$ cat config.mk
export PLATFORM = sky130hd
export DESIGN_NAME = ro_race_top
export DESIGN_NICKNAME = d
export VERILOG_FILES = /design/src/rtl/ro_race_pkg.sv /design/src/rtl/ro_race_ctrl.sv /design/src/rtl/ro_race_datapath.sv /design/src/rtl/ro_race_top.sv
export SDC_FILE = /design/constraint.sdc
export NUM_CORES = 1
export LEC_CHECK = 0
export BUFFER_PORTS_ARGS = -buffer_cell sky130_fd_sc_hd__buf_2
export CORE_MARGIN = 4
export CORE_UTILIZATION = 40
export DETAILED_ROUTE_END_ITERATION = 8
export GPL_ROUTABILITY_DRIVEN = 1
export SYNTH_ARGS = -nofsm -noshare
export SYNTH_HDL_FRONTEND = slang
export SYNTH_HIERARCHICAL = 1
export SYNTH_SLANG_ARGS = --single-unit
$ cat constraint.sdc
create_clock -name clk -period 9.25 [get_ports clk]
set_input_delay 0.925 -clock clk [delete_from_list [all_inputs] [get_ports clk]]
set_output_delay 0.925 -clock clk [all_outputs]
set_load 0.03 [all_outputs]
$ cat src/rtl/ro_race_pkg.sv
package ro_race_pkg;
  // strobes issued by the control to the counting datapath
  typedef struct packed {
    logic clearCnt;  // load the pair and zero both counters
    logic countEn;   // window open
    logic capture;   // last window cycle: write the result
  } raceStrobe_t;
endpackage

$ cat src/rtl/ro_race_ctrl.sv
module ro_race_ctrl
  import ro_race_pkg::*;
#(
  parameter int IDX_W = 3,
  parameter int WIN_W = 16
) (
  input  logic                 clk,
  input  logic                 rst_n,
  input  logic                 start,
  input  logic [2*IDX_W-1:0]   challenge,
  input  logic [WIN_W-1:0]     windowLen,
  output raceStrobe_t          strb,
  output logic                 done,
  output logic                 chalErr
);
  typedef enum logic {ST_IDLE, ST_MEASURE} ctrlState_t;

  ctrlState_t        state;
  logic [WIN_W-1:0]  winCnt;
  logic [WIN_W:0]    winNext;
  logic              winLast;
  logic              sameIdx;
  logic              accept;
  logic              reject;

  assign sameIdx = (challenge[IDX_W-1:0] == challenge[2*IDX_W-1:IDX_W]);
  assign accept  = (state == ST_IDLE) && start && !sameIdx;
  assign reject  = (state == ST_IDLE) && start && sameIdx;
  assign winNext = {1'b0, winCnt} + (WIN_W+1)'(1);
  assign winLast = (winNext >= {1'b0, windowLen});

  always_comb begin
    strb.clearCnt = accept;
    strb.countEn  = (state == ST_MEASURE);
    strb.capture  = (state == ST_MEASURE) && winLast;
  end

  always_ff @(posedge clk or negedge rst_n) begin
    if (!rst_n) begin
      state   <= ST_IDLE;
      winCnt  <= '0;
      done    <= 1'b0;
      chalErr <= 1'b0;
    end else begin
      done <= strb.capture;
      if (state == ST_IDLE && start) chalErr <= reject;
      case (state)
        ST_IDLE: if (accept) begin
          state  <= ST_MEASURE;
          winCnt <= '0;
        end
        ST_MEASURE: begin
          winCnt <= winNext[WIN_W-1:0];
          if (winLast) state <= ST_IDLE;
        end
        default: state <= ST_IDLE;
      endcase
    end
  end

  assert_done_pulse_R4: assert property (@(posedge clk) disable iff (!rst_n)
    done |=> !done);
  assert_err_no_eval_R8: assert property (@(posedge clk) disable iff (!rst_n)
    chalErr |-> (state == ST_IDLE));
endmodule

$ cat src/rtl/ro_race_datapath.sv
module ro_race_datapath
  import ro_race_pkg::*;
#(
  parameter int NUM_OSC = 8,
  parameter int IDX_W   = 3,
  parameter int CNT_W   = 16
) (
  input  logic                 clk,
  input  logic                 rst_n,
  input  logic [NUM_OSC-1:0]   oscIn,
  input  logic [2*IDX_W-1:0]   challenge,
  input  raceStrobe_t          strb,
  output logic                 response,
  output logic                 tie
);
  localparam int PAD_W = 1 << IDX_W;
  localparam logic [CNT_W-1:0] CNT_MAX = '1;

  logic [NUM_OSC-1:0] syncA, syncB, syncPrev;
  logic [PAD_W-1:0]   risePad;
  logic [IDX_W-1:0]   sel     [2];
  logic [CNT_W-1:0]   cnt     [2];
  logic [CNT_W-1:0]   cntNext [2];

  // two-flop resynchroniser plus a history flop for edge detection
  always_ff @(posedge clk or negedge rst_n) begin
    if (!rst_n) begin
      syncA    <= '0;
      syncB    <= '0;
      syncPrev <= '0;
    end else begin
      syncA    <= oscIn;
      syncB    <= syncA;
      syncPrev <= syncB;
    end
  end

  assign risePad = PAD_W'(syncB & ~syncPrev);

  for (genvar g = 0; g < 2; g++) begin : g_lane
    always_comb begin
      if (strb.clearCnt)
        cntNext[g] = '0;
      else if (strb.countEn && risePad[sel[g]] && cnt[g] != CNT_MAX)
        cntNext[g] = cnt[g] + CNT_W'(1);
      else
        cntNext[g] = cnt[g];
    end

    always_ff @(posedge clk or negedge rst_n) begin
      if (!rst_n) begin
        sel[g] <= '0;
        cnt[g] <= '0;
      end else begin
        cnt[g] <= cntNext[g];
        if (strb.clearCnt) sel[g] <= challenge[g*IDX_W +: IDX_W];
      end
    end

    assert_sat_hold_R7: assert property (@(posedge clk) disable iff (!rst_n)
      (cnt[g] == CNT_MAX && !strb.clearCnt) |=> (cnt[g] == CNT_MAX));
    assert_sel_held_R9: assert property (@(posedge clk) disable iff (!rst_n)
      (strb.countEn && !strb.capture) |=> $stable(sel[g]));
  end

  always_ff @(posedge clk or negedge rst_n) begin
    if (!rst_n) begin
      response <= 1'b0;
      tie      <= 1'b0;
    end else if (strb.capture) begin
      response <= (cntNext[0] > cntNext[1]);
      tie      <= (cntNext[0] == cntNext[1]);
    end
  end

  assert_tie_zero_R6: assert property (@(posedge clk) disable iff (!rst_n)
    tie |-> !response);
  assert_result_hold_R10: assert property (@(posedge clk) disable iff (!rst_n)
    !strb.capture |=> ($stable(response) && $stable(tie)));
endmodule

$ cat src/rtl/ro_race_top.sv
module ro_race_top
  import ro_race_pkg::*;
#(
  parameter int NUM_OSC = 8,
  parameter int CNT_W   = 16,
  parameter int WIN_W   = 16,
  localparam int IDX_W  = (NUM_OSC > 1) ? $clog2(NUM_OSC) : 1
) (
  input  logic                 clk,
  input  logic                 rst_n,
  input  logic [NUM_OSC-1:0]   oscIn,
  input  logic                 start,
  input  logic [2*IDX_W-1:0]   challenge,
  input  logic [WIN_W-1:0]     windowLen,
  output logic                 response,
  output logic                 tie,
  output logic                 done,
  output logic                 chalErr
);
  raceStrobe_t strb;

  ro_race_ctrl #(.IDX_W(IDX_W), .WIN_W(WIN_W)) u_ctrl (
    .clk(clk), .rst_n(rst_n), .start(start), .challenge(challenge),
    .windowLen(windowLen), .strb(strb), .done(done), .chalErr(chalErr)
  );

  ro_race_datapath #(.NUM_OSC(NUM_OSC), .IDX_W(IDX_W), .CNT_W(CNT_W)) u_dp (
    .clk(clk), .rst_n(rst_n), .oscIn(oscIn), .challenge(challenge),
    .strb(strb), .response(response), .tie(tie)
  );

  assert_err_no_done_R8: assert property (@(posedge clk) disable iff (!rst_n)
    (chalErr && $past(chalErr)) |-> !done);
endmodule

==> reports/qor.txt, run 1 <==
DIE WIDTH: 120 um
Synth Area in XOR/XNOR: 3.27%
Leakage: 2.45 nW
cts repair resizes: 0
routed vias: 3848
Mapped Area: 0.00502 mm^2
drt pass-1 iters: 4
vias in the first global route: 3862
clock skew: 0.00806 ns
CTS Sinks: 83
clk buf depth: 2
Slew Limit Headroom: 30.4%
compound-cell area share of the yosys netlist: 13.0%
power per cell area: 233 mW/mm^2
post-CTS setup buffer count: 0
WP data required: 9.52 ns
setup TNS: 0 ns
Post-Syn Nets: 570
crit path max fanout: 45
WS Path Type: input pin to flip-flop
crit path DAT: 4.50 ns
period utilization: 45.7%
share of Yosys cell area claimed by the top area cell type: 41.4%
Synth Area in Simple Gates: 21.4%
RSZ-0062 raised after global routing: false
Crit. End Element: flip-flop
Max Freq: 0.236 GHz
post-synthesis sequential area ratio: 41.4%
Max VDD drop: 161 uV
dpl hpwl: 7770 um
largest family of logic cells by synthesized area: simple AND/OR/NAND/NOR gates
flops & latches, synth: 83
synthesized instance count: 502
CTS Buf Count: 9
H-tree depth: 3
clk_lat worst skew: 0.35 ns
multi-input logic area: 0.00275 mm^2
# DRC: 0
core area: 0.0122 mm^2
die height: 120 um
first-pass GRT wire length: 18100 um
mux cell area share after synthesis: 8.46%
Die ar.: 0.0144 mm^2
adder-cell share of the synthesized area: 8.73%
count of yosys warnings during synthesis: 6
Worst-Margin Slew: 1.04 ns
endpoints failing setup: 0
dominant cell type by area after synthesis: dfrtp_1
Vias/cell: 5.46
max-cap viol count: 0
final core utilization: 46.3%
Initial Util: 41.2%
largest net degree at the start of global routing: 84
top cells by area, synth: dfrtp_1 (41%), ha_1 (8.7%), mux2_2 (4.3%)
minimum clock period: 4.23 ns
All-Layer GR Usage: 15.6%
status: completed
Hold WC Path Type: flip-flop to flip-flop
Fillers: 1150
WL final: 10600 um
final hold violations: 0
Synth Area per Inst: 9.99 um^2
n_diodes: 0
Area growth, synth to finish: 12.2%
Reg area: 0.00208 mm^2
detailed-route wire length per cell: 15.0 um
PortBufs: 36
GPL Wtd Cong: 0.822
Remaining Overflow, GRT: 0
Hold Buf Count CTS: 0
top-level I/O count: 37
CTS tree: done
clock-pin slew on the worst setup and hold paths: 0.07 ns
drt initial violations: 189
initial antenna violation count: 0
Pins Over Slew Limit: 0
share of layout cells above drive strength 1: 17.9%
CP startpoint kind: input pin
row cnt: 40
Final nets: 600
antenna viol nets, final: 0
post-synth cell types: 59
root buffer cell: clkbuf_16
==> stage by stage <==
step | hold WS [ns] | cell area [um^2] | instances | setup WS, ns | power, W
after floorplan | 0.331 | 5020 | 502 | 5.75 | 0.000848
after global placement | 0.332 | 5330 | 689 | 4.73 | 0.000939
after detailed placement | 0.339 | 5330 | 689 | 4.59 | 0.000958
after CTS | 0.355 | 5630 | 705 | 4.91 | 0.00133
after global routing | 0.358 | 5630 | 705 | 4.61 | 0.00141
final | 0.353 | 5630 | 705 | 5.02 | 0.00131
==> worst max-delay path: stages <==
cell	delay, ns
buf_2	0.11
xor2_1	0.21
nor3_1	0.09
nand2b_1	0.30
inv_2	0.69
clkinv_1	0.67
o311ai_0	0.30
nand2_1	0.15
ha_1	0.31
nand4_1	0.13
nor3_1	0.28
o311ai_0	0.18
a21oi_1	0.16
==> flip-flops by register name, indices dropped and copies added (netlist names), 6 cells and up <==
signal and count:
u_dp/sel 6, u_ctrl/winCnt 16, u_dp/syncB 8, u_dp/cnt 32, u_dp/syncA 8, u_dp/syncPrev 8
==> power by group <==
group | leakage (nW) | total, W | internal, W | switching [W]
Clock | 0.151 | 0.000363 | 0.000193 | 0.000170
Sequential | 1.06 | 0.000493 | 0.000424 | 0.0000688
Combinational | 1.24 | 0.000456 | 0.000191 | 0.000265
==> synthesized netlist by cell type (all sizes together) <==
| master | number |
|---|---|
| o311ai | 2 |
| o22a | 2 |
| mux4 | 4 |
| nor3b | 2 |
| and4 | 4 |
| nor4 | 9 |
| a211oi | 1 |
| o2111ai | 1 |
| nand3 | 22 |
| a22o | 4 |
| o41ai | 2 |
| nand4 | 15 |
| nand2 | 43 |
| xnor2 | 10 |
| nor2b | 18 |
| buf | 8 |
| or3 | 3 |
| o211ai | 3 |
| nor2 | 29 |
| dfrtp | 83 |
| nor4bb | 1 |
| a21oi | 25 |
| o22ai | 3 |
| a31o | 1 |
| o21a | 9 |
| o21ai | 28 |
| o31ai | 9 |
| o311a | 1 |
| and3 | 4 |
| inv | 25 |
| o31a | 6 |
| o21bai | 1 |
| and2 | 4 |
| nor4b | 1 |
| mux2i | 12 |
| ha | 35 |
| a21o | 2 |
| mux2 | 19 |
| xor2 | 7 |
| nand2b | 13 |
| clkbuf | 10 |
| nor3 | 12 |
| or4 | 8 |
| clkinv | 1 |
==> cells in the final DEF, fill, tap and decap left out, types with 7 or more instances in the layout <==
cell type  instances
a21oi_1           25
buf_2             35
clkbuf_16          9
dfrtp_1           83
ha_1              35
inv_1             24
mux2_2            19
mux2i_1           12
nand2_1           43
nand2b_1          13
nand3_1           21
nand4_1           14
nor2_1            26
nor2b_1           18
nor3_1             7
o21a_1             9
o21ai_0           25
o31ai_1            9
or4_1              8
xnor2_1            8
xor2_1             7
==> metal layers <==
metal	GRT usage [%]	share of wire [%]
met1	19.6	46
met2	26.2	49
met3	3.86	3.7
met4	5.23	1.7
met5	0	0
==> final timing paths <==
check,from,to,slack [ns],cells after the start
min in group asynchronous,rst_n,u_dp/cnt[20],0.76,1
worst max register to register,u_ctrl/state,u_dp/response,5.20,12
max in group asynchronous,rst_n,u_dp/syncA[3],7.83,1
worst max-delay path,challenge[5],u_dp/response,5.02,13
worst min register to register,u_dp/syncA[7],u_dp/syncB[7],0.35,0
worst min-delay path,u_dp/syncA[7],u_dp/syncB[7],0.35,0
==> cells by family after synthesis <==
group | Yosys count
xor gates and xnor gates | 17
DFF | 83
muxes | 35
AOI/OAI and AO/OA | 100
and+or+nand+nor | 188
buffers and inverters | 44
adders and majority gates | 35
==> cell type report <==
class / count / share of cell area, %
Clock inverter: 7 / 1.40
Timing Repair Buffer: 37 / 3.38
Clock buffer: 9 / 4.00
Inverter: 26 / 1.73
Tap cell: 168 / 3.73
Multi-Input combinational cell: 375 / 48.9
Sequential cell: 83 / 36.9
Note: power is estimated with default switching activity, not from simulation.
==> run 2, diff against run 1 <==
Settings changed: ABC_AREA set to 1.
Clock period 9.25 ns to 3.4 ns, I/O delays scaled along.
==> run 2 against run 1 <==
Net effect:
- cell count grew 33%
- first-iteration DRC count grew 110%
- register-to-register slack lost 4.7 ns
- setup slack lost 4.5 ns
- sequential power grew to 2.8 times the previous value
- routed wire length grew 12%
- sequential share of layout area shrank 2.7 points
- area after synthesis grew 8.1%
- clock power grew to 2.7 times the previous value
- worst hold slack lost 0.25 ns
- critical endpoint unchanged
- largest cell class unchanged
==> reports/qor.txt, run 2 <==
FF-to-FF Start: u_ctrl/winCnt[0] (was u_ctrl/state)
count of yosys warnings during synthesis: 6 (unchanged)
commonest non-fill, non-tap cells in the layout: nand2_1 (190), inv_1 (95), dfrtp_1 (83), nor2_1 (73), nand3_1 (67) (was dfrtp_1 (83), nand2_1 (43), buf_2 (35), ha_1 (35), nor2_1 (26))
crit path DAT: 3.16 ns (was 4.50 ns)
Pins Over Slew Limit: 0 (unchanged)
Fillers: 1356 (was 1150)
number of flops mapped to enable cells by yosys: 0 (unchanged)
PortBufs: 36 (unchanged)
GPL Wtd Cong: 0.886 (was 0.822)
leading cell type by number of instances after synthesis: nand2_1 (was dfrtp_1)
hold path startpoint: oscIn[5] (was u_dp/syncA[7])
Remaining Overflow, GRT: 0 (unchanged)
DR WL met2: 5550 um (was 5150 um)
Hold Buf Count CTS: 0 (unchanged)
flops & latches, synth: 83 (unchanged)
root buffer cell: clkbuf_16 (unchanged)
drt initial violations: 398 (was 189)
Area after DPL: 0.00577 mm^2 (was 0.00533 mm^2)
Die ar.: 0.0155 mm^2 (was 0.0144 mm^2)
Synth Area per Inst: 7.53 um^2 (was 9.99 um^2)
crit path max fanout: 5 (was 45)
n_diodes: 0 (unchanged)
drt pass-1 iters: 6 (was 4)
WL final: 11900 um (was 10600 um)
M1 wire length: 5720 um (was 4870 um)
largest net degree at the start of global routing: 76 (was 84)
row cnt: 42 (was 40)
Post-Syn Nets: 788 (was 570)
share of Yosys cell area claimed by the top area cell type: 38.3% (was 41.4%)
mux cell area share after synthesis: 0% (was 8.46%)
setup TNS: 0 ns (unchanged)
top-level I/O count: 37 (unchanged)
CP startpoint kind: flip-flop (was input pin)
max-cap viol count: 0 (unchanged)
Hold WC Path Type: input pin to flip-flop (was flip-flop to flip-flop)
ys async rst share: 100% (unchanged)
dominant cell type by area after synthesis: dfrtp_1 (unchanged)
uppermost layer routed: met4 (unchanged)
Synth Area in XOR/XNOR: 2.56% (was 3.27%)
Max Freq: 0.347 GHz
max reg flops: 32 (unchanged)
Crit. Startpoint: u_ctrl/winCnt[0] (was challenge[5])
final hold violations: 0 (unchanged)
commonest non-fill, non-tap cell in the layout: nand2_1 (was dfrtp_1)
Synth Area in Simple Gates: 34.7% (was 21.4%)
period utilization: 84.8%
status: completed (unchanged)
routed vias: 4578 (was 3848)
clk_lat worst skew: 0.34 ns (was 0.35 ns)
post-synth cell types: 41 (was 59)
All-Layer GR Usage: 15.9% (was 15.6%)
WP data required: 3.68 ns (was 9.52 ns)
synth cell count leaders: nand2_1 (190), inv_1 (95), dfrtp_1 (83) (was dfrtp_1 (83), nand2_1 (43), ha_1 (35))
vias in the first global route: 4429 (was 3862)
clock-pin slew on the worst setup and hold paths: 0.07 ns (about the same)
H-tree depth: 3 (unchanged)
DIE WIDTH: 124 um (was 120 um)
adder-cell share of the synthesized area: 8.08% (was 8.73%)
Largest regs: u_dp/cnt (32), u_ctrl/winCnt (16) (unchanged)
Met3 Wirelength: 451 um (was 392 um)
CTS tree: done (unchanged)
Area growth, synth to finish: 11.9% (was 12.2%)
Initial Util: 40.9% (was 41.2%)
Vias/cell: 4.89 (was 5.46)
cts repair resizes: 0 (unchanged)
antenna viol nets, final: 0 (unchanged)
post-synthesis sequential area ratio: 38.3% (was 41.4%)
Max VDD drop: 310 uV (was 161 uV)
Leakage: 3.20 nW (was 2.45 nW)
Power Total: 0.00415 W (was 0.00131 W)
dpl hpwl: 8950 um (was 7770 um)
power per cell area: 684 mW/mm^2 (was 233 mW/mm^2)
Largest Register: u_dp/cnt (unchanged)
die height: 124 um (was 120 um)
Crit. End Element: flip-flop (unchanged)
core area: 0.0132 mm^2 (was 0.0122 mm^2)
minimum clock period: 2.88 ns
Synth Flop Type: dfrtp_1 (unchanged)
top cells by area, synth: dfrtp_1 (38%), nand2_1 (13%), ha_1 (8.1%) (was dfrtp_1 (41%), ha_1 (8.7%), mux2_2 (4.3%))
Slew Limit Headroom: 35.8% (was 30.4%)
clk buf depth: 2 (unchanged)
detailed-route wire length per cell: 12.7 um (was 15.0 um)
clock skew: 0.00703 ns (was 0.00806 ns)
largest family of logic cells by synthesized area: simple AND/OR/NAND/NOR gates (unchanged)
compound-cell area share of the yosys netlist: 7.36% (was 13.0%)
Final nets: 824 (was 600)
# DRC: 0 (unchanged)
WS Path Type: flip-flop to flip-flop (was input pin to flip-flop)
synthesized instance count: 720 (was 502)
initial antenna violation count: 0 (unchanged)
share of layout cells above drive strength 1: 15.2% (was 17.9%)
CTS Buf Count: 9 (unchanged)
Mapped Area: 0.00542 mm^2 (was 0.00502 mm^2)
CTS Sinks: 83 (unchanged)
endpoints failing setup: 0 (unchanged)
post-CTS setup buffer count: 0 (unchanged)
Worst-Margin Slew: 0.963 ns (was 1.04 ns)
RSZ-0062 raised after global routing: false (unchanged)
final instance area: 0.00607 mm^2 (was 0.00563 mm^2)
first-pass GRT wire length: 20700 um (was 18100 um)
==> run 2: cell count changes in the layout (fill, tap and decap cells not counted), moves of 12 or more <==
cell,change
mux2i_1,-12
nor2_1,+47
nor2b_1,-18
nand2_1,+147
nand3_1,+46
nand2_2,+13
o21ai_0,-13
inv_1,+71
nand2b_1,-13
mux2_2,-19
==> run 2: worst paths after layout <==
| kind | endpoint | cells past startpoint | slack (ns) |
|---|---|---|---|
| min | u_dp/syncA[5] | 1 | 0.10 |
| min reg2reg | u_dp/syncB[3] | 0 | 0.35 |
| max reg2reg | u_dp/response | 21 | 0.52 |
| max in group asynchronous | u_dp/cnt[11] | 2 | 2.54 |
| max | u_dp/response | 21 | 0.52 |
| min in group asynchronous | u_ctrl/winCnt[8] | 1 | 0.16 |
==> run 2: area by class of cell <==
class / count / area (um^2) / share of cell area, %
Multi-Input combinational cell: 518 / 2860 / 47.1
Sequential cell: 83 / 2080 / 34.2
Inverter: 104 / 390 / 6.43
Clock buffer: 9 / 225 / 3.71
Timing Repair Buffer: 40 / 225 / 3.71
Tap cell: 176 / 220 / 3.63
Clock inverter: 7 / 73.8 / 1.22
==> run 2: routing by layer <==
metal / global-route usage, % / vias to the layer above
met5: 0 / -
met4: 4.38 / 0
met3: 2.27 / 12
met2: 26.2 / 93
met1: 21.9 / 2094
li1: - / 2379
==> run 2: kinds of logic after synthesis <==
| group | after synthesis |
|---|---|
| AOI/OAI and AO/OA | 69 |
| xor gates and xnor gates | 15 |
| adders and majority gates | 35 |
| buffers and inverters | 119 |
| DFF | 83 |
| and+or+nand+nor | 399 |
==> run 2: power by group <==
group / internal, W / switching (W)
Combinational: 0.000599 / 0.00118
Clock: 0.000525 / 0.000463
Sequential: 0.00118 / 0.000200
Total: 0.00231 / 0.00184
==> run 2: worst max-delay path: stages, from the launching register on <==
cell and delay (ns):
dfrtp_1 0.44, ha_1 0.21, nand2_1 0.09, nor2_2 0.17
nand2_2 0.14, nor2_4 0.12, xor2_2 0.08, ha_1 0.33
nand2_1 0.11, nor2_1 0.11, nand3_1 0.14, nand2_1 0.09
nand2_1 0.05, nand2_1 0.05, nand2_1 0.06, nand3_1 0.07
nand2_1 0.05, inv_1 0.12, inv_1 0.07, a31oi_1 0.19
nand2_1 0.08, nand2_1 0.05
==> run 2: stage by stage <==
stage               std cells  hold WS (ns)  worst slack (ns)  utilization (%)
floorplan                 720        0.0444             0.977                -
global placement          921         0.333             0.554             43.6
detailed placement        921         0.336             0.550             43.6
CTS                       937        0.0903             0.526             45.8
global route              937        0.0921             0.193             45.8
finish                    937         0.101             0.516             45.8
==> run 3, diff against run 2 <==
Settings changed: ABC_AREA 1 to 0.
Clock period 3.4 ns to 3 ns, I/O delays scaled along.
==> run 3 against run 2 <==
Net effect:
- the run now ends with negative setup slack left
- sequential cell count unchanged
- non-clock buffer count increased by 83
- sequential share of layout area is 3.3 points lower
- highest routed layer unchanged
- critical path depth decreased by 8
- maximum frequency shrank 7.9%
- critical endpoint unchanged
- cell count shrank 15%
- register-to-register slack got worse by 0.65 ns
- clock skew down 0.0012 ns
- routed wire length increased by 6.2%
- setup slack worse by 0.65 ns
- first-iteration DRC count shrank 49%
- clock power increased by 13%
==> reports/qor.txt, run 3 (synthesized netlist as in run 1, its figures left out) <==
status: complete, but fails checks (was completed)
failing checks: negative setup slack
Vias/cell: 5.39 (was 4.89)
max reg flops: 32 (unchanged)
row cnt: 40 (was 42)
Hold WC Path Type: input pin to flip-flop (unchanged)
worst r2r path cells: 13 (was 21)
Pins Over Slew Limit: 0 (unchanged)
share of layout cells above drive strength 1: 36.7% (was 15.2%)
max-cap viol count: 0 (unchanged)
core area: 0.0122 mm^2 (was 0.0132 mm^2)
RSZ-0062 raised after global routing: true (was false)
setup slack, reg-to-reg: -0.13 ns (was 0.52 ns)
H-tree depth: 3 (unchanged)
root buffer cell: clkbuf_16 (unchanged)
# DRC: 0 (unchanged)
largest net degree at the start of global routing: 84 (was 76)
reg-to-reg endpoint: u_dp/response (unchanged)
GPL Wtd Cong: 0.811 (was 0.886)
endpoints failing setup: 2 (was 0)
Remaining Overflow, GRT: 0 (unchanged)
antenna viol nets, final: 0 (unchanged)
Fillers: 1089 (was 1356)
Leakage: 3.03 nW (was 3.20 nW)
post-route setup slack: -0.132 ns (was 0.516 ns)
CTS Sinks: 83 (unchanged)
detailed-route wire length per cell: 15.9 um (was 12.7 um)
Final nets: 687 (was 824)
period utilization: 104% (was 84.8%)
top-level I/O count: 37 (unchanged)
FF-to-FF Start: u_dp/syncPrev[7] (was u_ctrl/winCnt[0])
power per cell area: 706 mW/mm^2 (was 684 mW/mm^2)
hold-critical path endpoint: u_dp/syncA[3] (was u_dp/syncA[5])
routed vias: 4268 (was 4578)
drt pass-1 iters: 4 (was 6)
die height: 120 um (was 124 um)
Non-Filler Instances: 792 (was 937)
Largest regs: u_dp/cnt (32), u_ctrl/winCnt (16) (unchanged)
commonest non-fill, non-tap cell in the layout: dfrtp_1 (was nand2_1)
Crit. End Element: flip-flop (unchanged)
dpl cells: 762 (was 921)
Slew Limit Headroom: 65.2% (was 35.8%)
CP startpoint kind: flip-flop (unchanged)
final core utilization: 55.2% (was 45.8%)
first-pass GRT wire length: 21600 um (was 20700 um)
setup TNS: -0.174 ns (was 0 ns)
drt initial violations: 203 (was 398)
dpl hpwl: 8800 um (was 8950 um)
hold path startpoint: oscIn[3] (was oscIn[5])
PortBufs: 36 (unchanged)
WL final: 12600 um (was 11900 um)
WS Path Type: flip-flop to flip-flop (unchanged)
final hold violations: 0 (unchanged)
DIE WIDTH: 120 um (was 124 um)
crit path max fanout: 7 (was 5)
n_diodes: 0 (unchanged)
Max VDD drop: 484 uV (was 310 uV)
Worst-Margin Slew: 0.517 ns (was 0.963 ns)
minimum clock period: 3.13 ns (was 2.88 ns)
clk buf depth: 2 (unchanged)
Initial Util: 41.2% (was 40.9%)
clock-pin slew on the worst setup and hold paths: 0.07 ns (about the same)
Die ar.: 0.0144 mm^2 (was 0.0155 mm^2)
All-Layer GR Usage: 18.7% (was 15.9%)
hold path depth: 1 (unchanged)
clock skew: 0.00580 ns (was 0.00703 ns)
clk_lat worst skew: 0.35 ns (was 0.34 ns)
WP data required: 3.28 ns (was 3.68 ns)
Area growth, synth to finish: 33.8% (was 11.9%)
crit path DAT: 3.41 ns (was 3.16 ns)
initial antenna violation count: 0 (unchanged)
CTS tree: done (unchanged)
vias in the first global route: 4475 (was 4429)
CTS Buf Count: 9 (unchanged)
commonest non-fill, non-tap cells in the layout: dfrtp_1 (83), buf_4 (80), nand2_1 (43), buf_2 (35), ha_1 (31) (was nand2_1 (190), inv_1 (95), dfrtp_1 (83), nor2_1 (73), nand3_1 (67))
Largest Register: u_dp/cnt (unchanged)
Max Freq: 0.319 GHz (was 0.347 GHz)
-- run 3: cell count changes in the layout (fill, tap and decap cells not counted), sizes merged, moves of 18 or more --
cell,previous run,this run
mux2,0,19
inv,110,30
nand3,77,22
nand2,204,43
buf,40,121
nor2,89,29
nor2b,0,18
-- run 3: worst max path at each step --
stage	start	endpoint	slack, ns	cells after the start
detailed placement	u_dp/syncPrev[7]	u_dp/response	-0.30	11
CTS	u_dp/syncPrev[1]	u_dp/response	-0.10	11
global route	u_dp/syncPrev[3]	u_dp/response	-0.25	11
finish	u_dp/syncPrev[7]	u_dp/response	-0.13	13
floorplan	u_ctrl/state	u_dp/response	0.01	16
global placement	u_dp/syncPrev[7]	u_dp/response	-0.24	11
-- run 3: power breakdown --
| group | leakage, nW | internal (W) | switching (W) |
|---|---|---|---|
| Clock | 0.149 | 0.000593 | 0.000529 |
| Combinational | 1.82 | 0.00104 | 0.00110 |
| Sequential | 1.06 | 0.00131 | 0.000168 |
-- run 3: timing repair --
action	in CTS	in global routing
hold buffers	1	0
gates cloned	2	0
hold endpoints to repair	1	0
pin swaps	29	18
setup endpoints to repair	2	2
gates resized for setup	51	30
buffers inserted	6	5
-- run 3: worst max-delay path, cell delays in order (launching register included) --
cell and delay, ns:
dfrtp_1 0.38, nand2b_4 0.14, mux4_2 0.53, o22a_4 0.29, buf_6 0.15, buf_4 0.14, or4_4 0.52, a21oi_4 0.17
ha_2 0.19, a21oi_2 0.05, o21a_1 0.18, nor2_2 0.12, nor4bb_4 0.06, a21oi_1 0.12
-- run 3: final cells by class --
type / instances / area, um^2 / area share (%)
inverter: 26 / 97.6 / 1.45
timing repair buffer: 123 / 907 / 13.5
sequential: 83 / 2080 / 30.9
multi-input combinational: 376 / 3120 / 46.5
clock buffer: 9 / 225 / 3.36
tap: 168 / 210 / 3.13
clock inverter: 7 / 76.3 / 1.14
-- run 3: per-stage QoR --
step | instance area [um^2] | hold WS (ns) | total power [W] | setup WS (ns)
CTS | 6520 | 0.0383 | 0.00470 | -0.105
detailed placement | 5900 | 0.335 | 0.00330 | -0.304
global placement | 5900 | 0.333 | 0.00323 | -0.243
floorplan | 5020 | 0.00441 | 0.00262 | 0.0104
global route | 6710 | 0.0329 | 0.00506 | -0.250
finish | 6710 | 0.0521 | 0.00474 | -0.132
-- run 3: metal layers --
layer	wire length [um]	GRT usage, %
met1	5590	23.3
met4	165	4.87
met3	512	4.43
met5	0	0
met2	6330	32.5
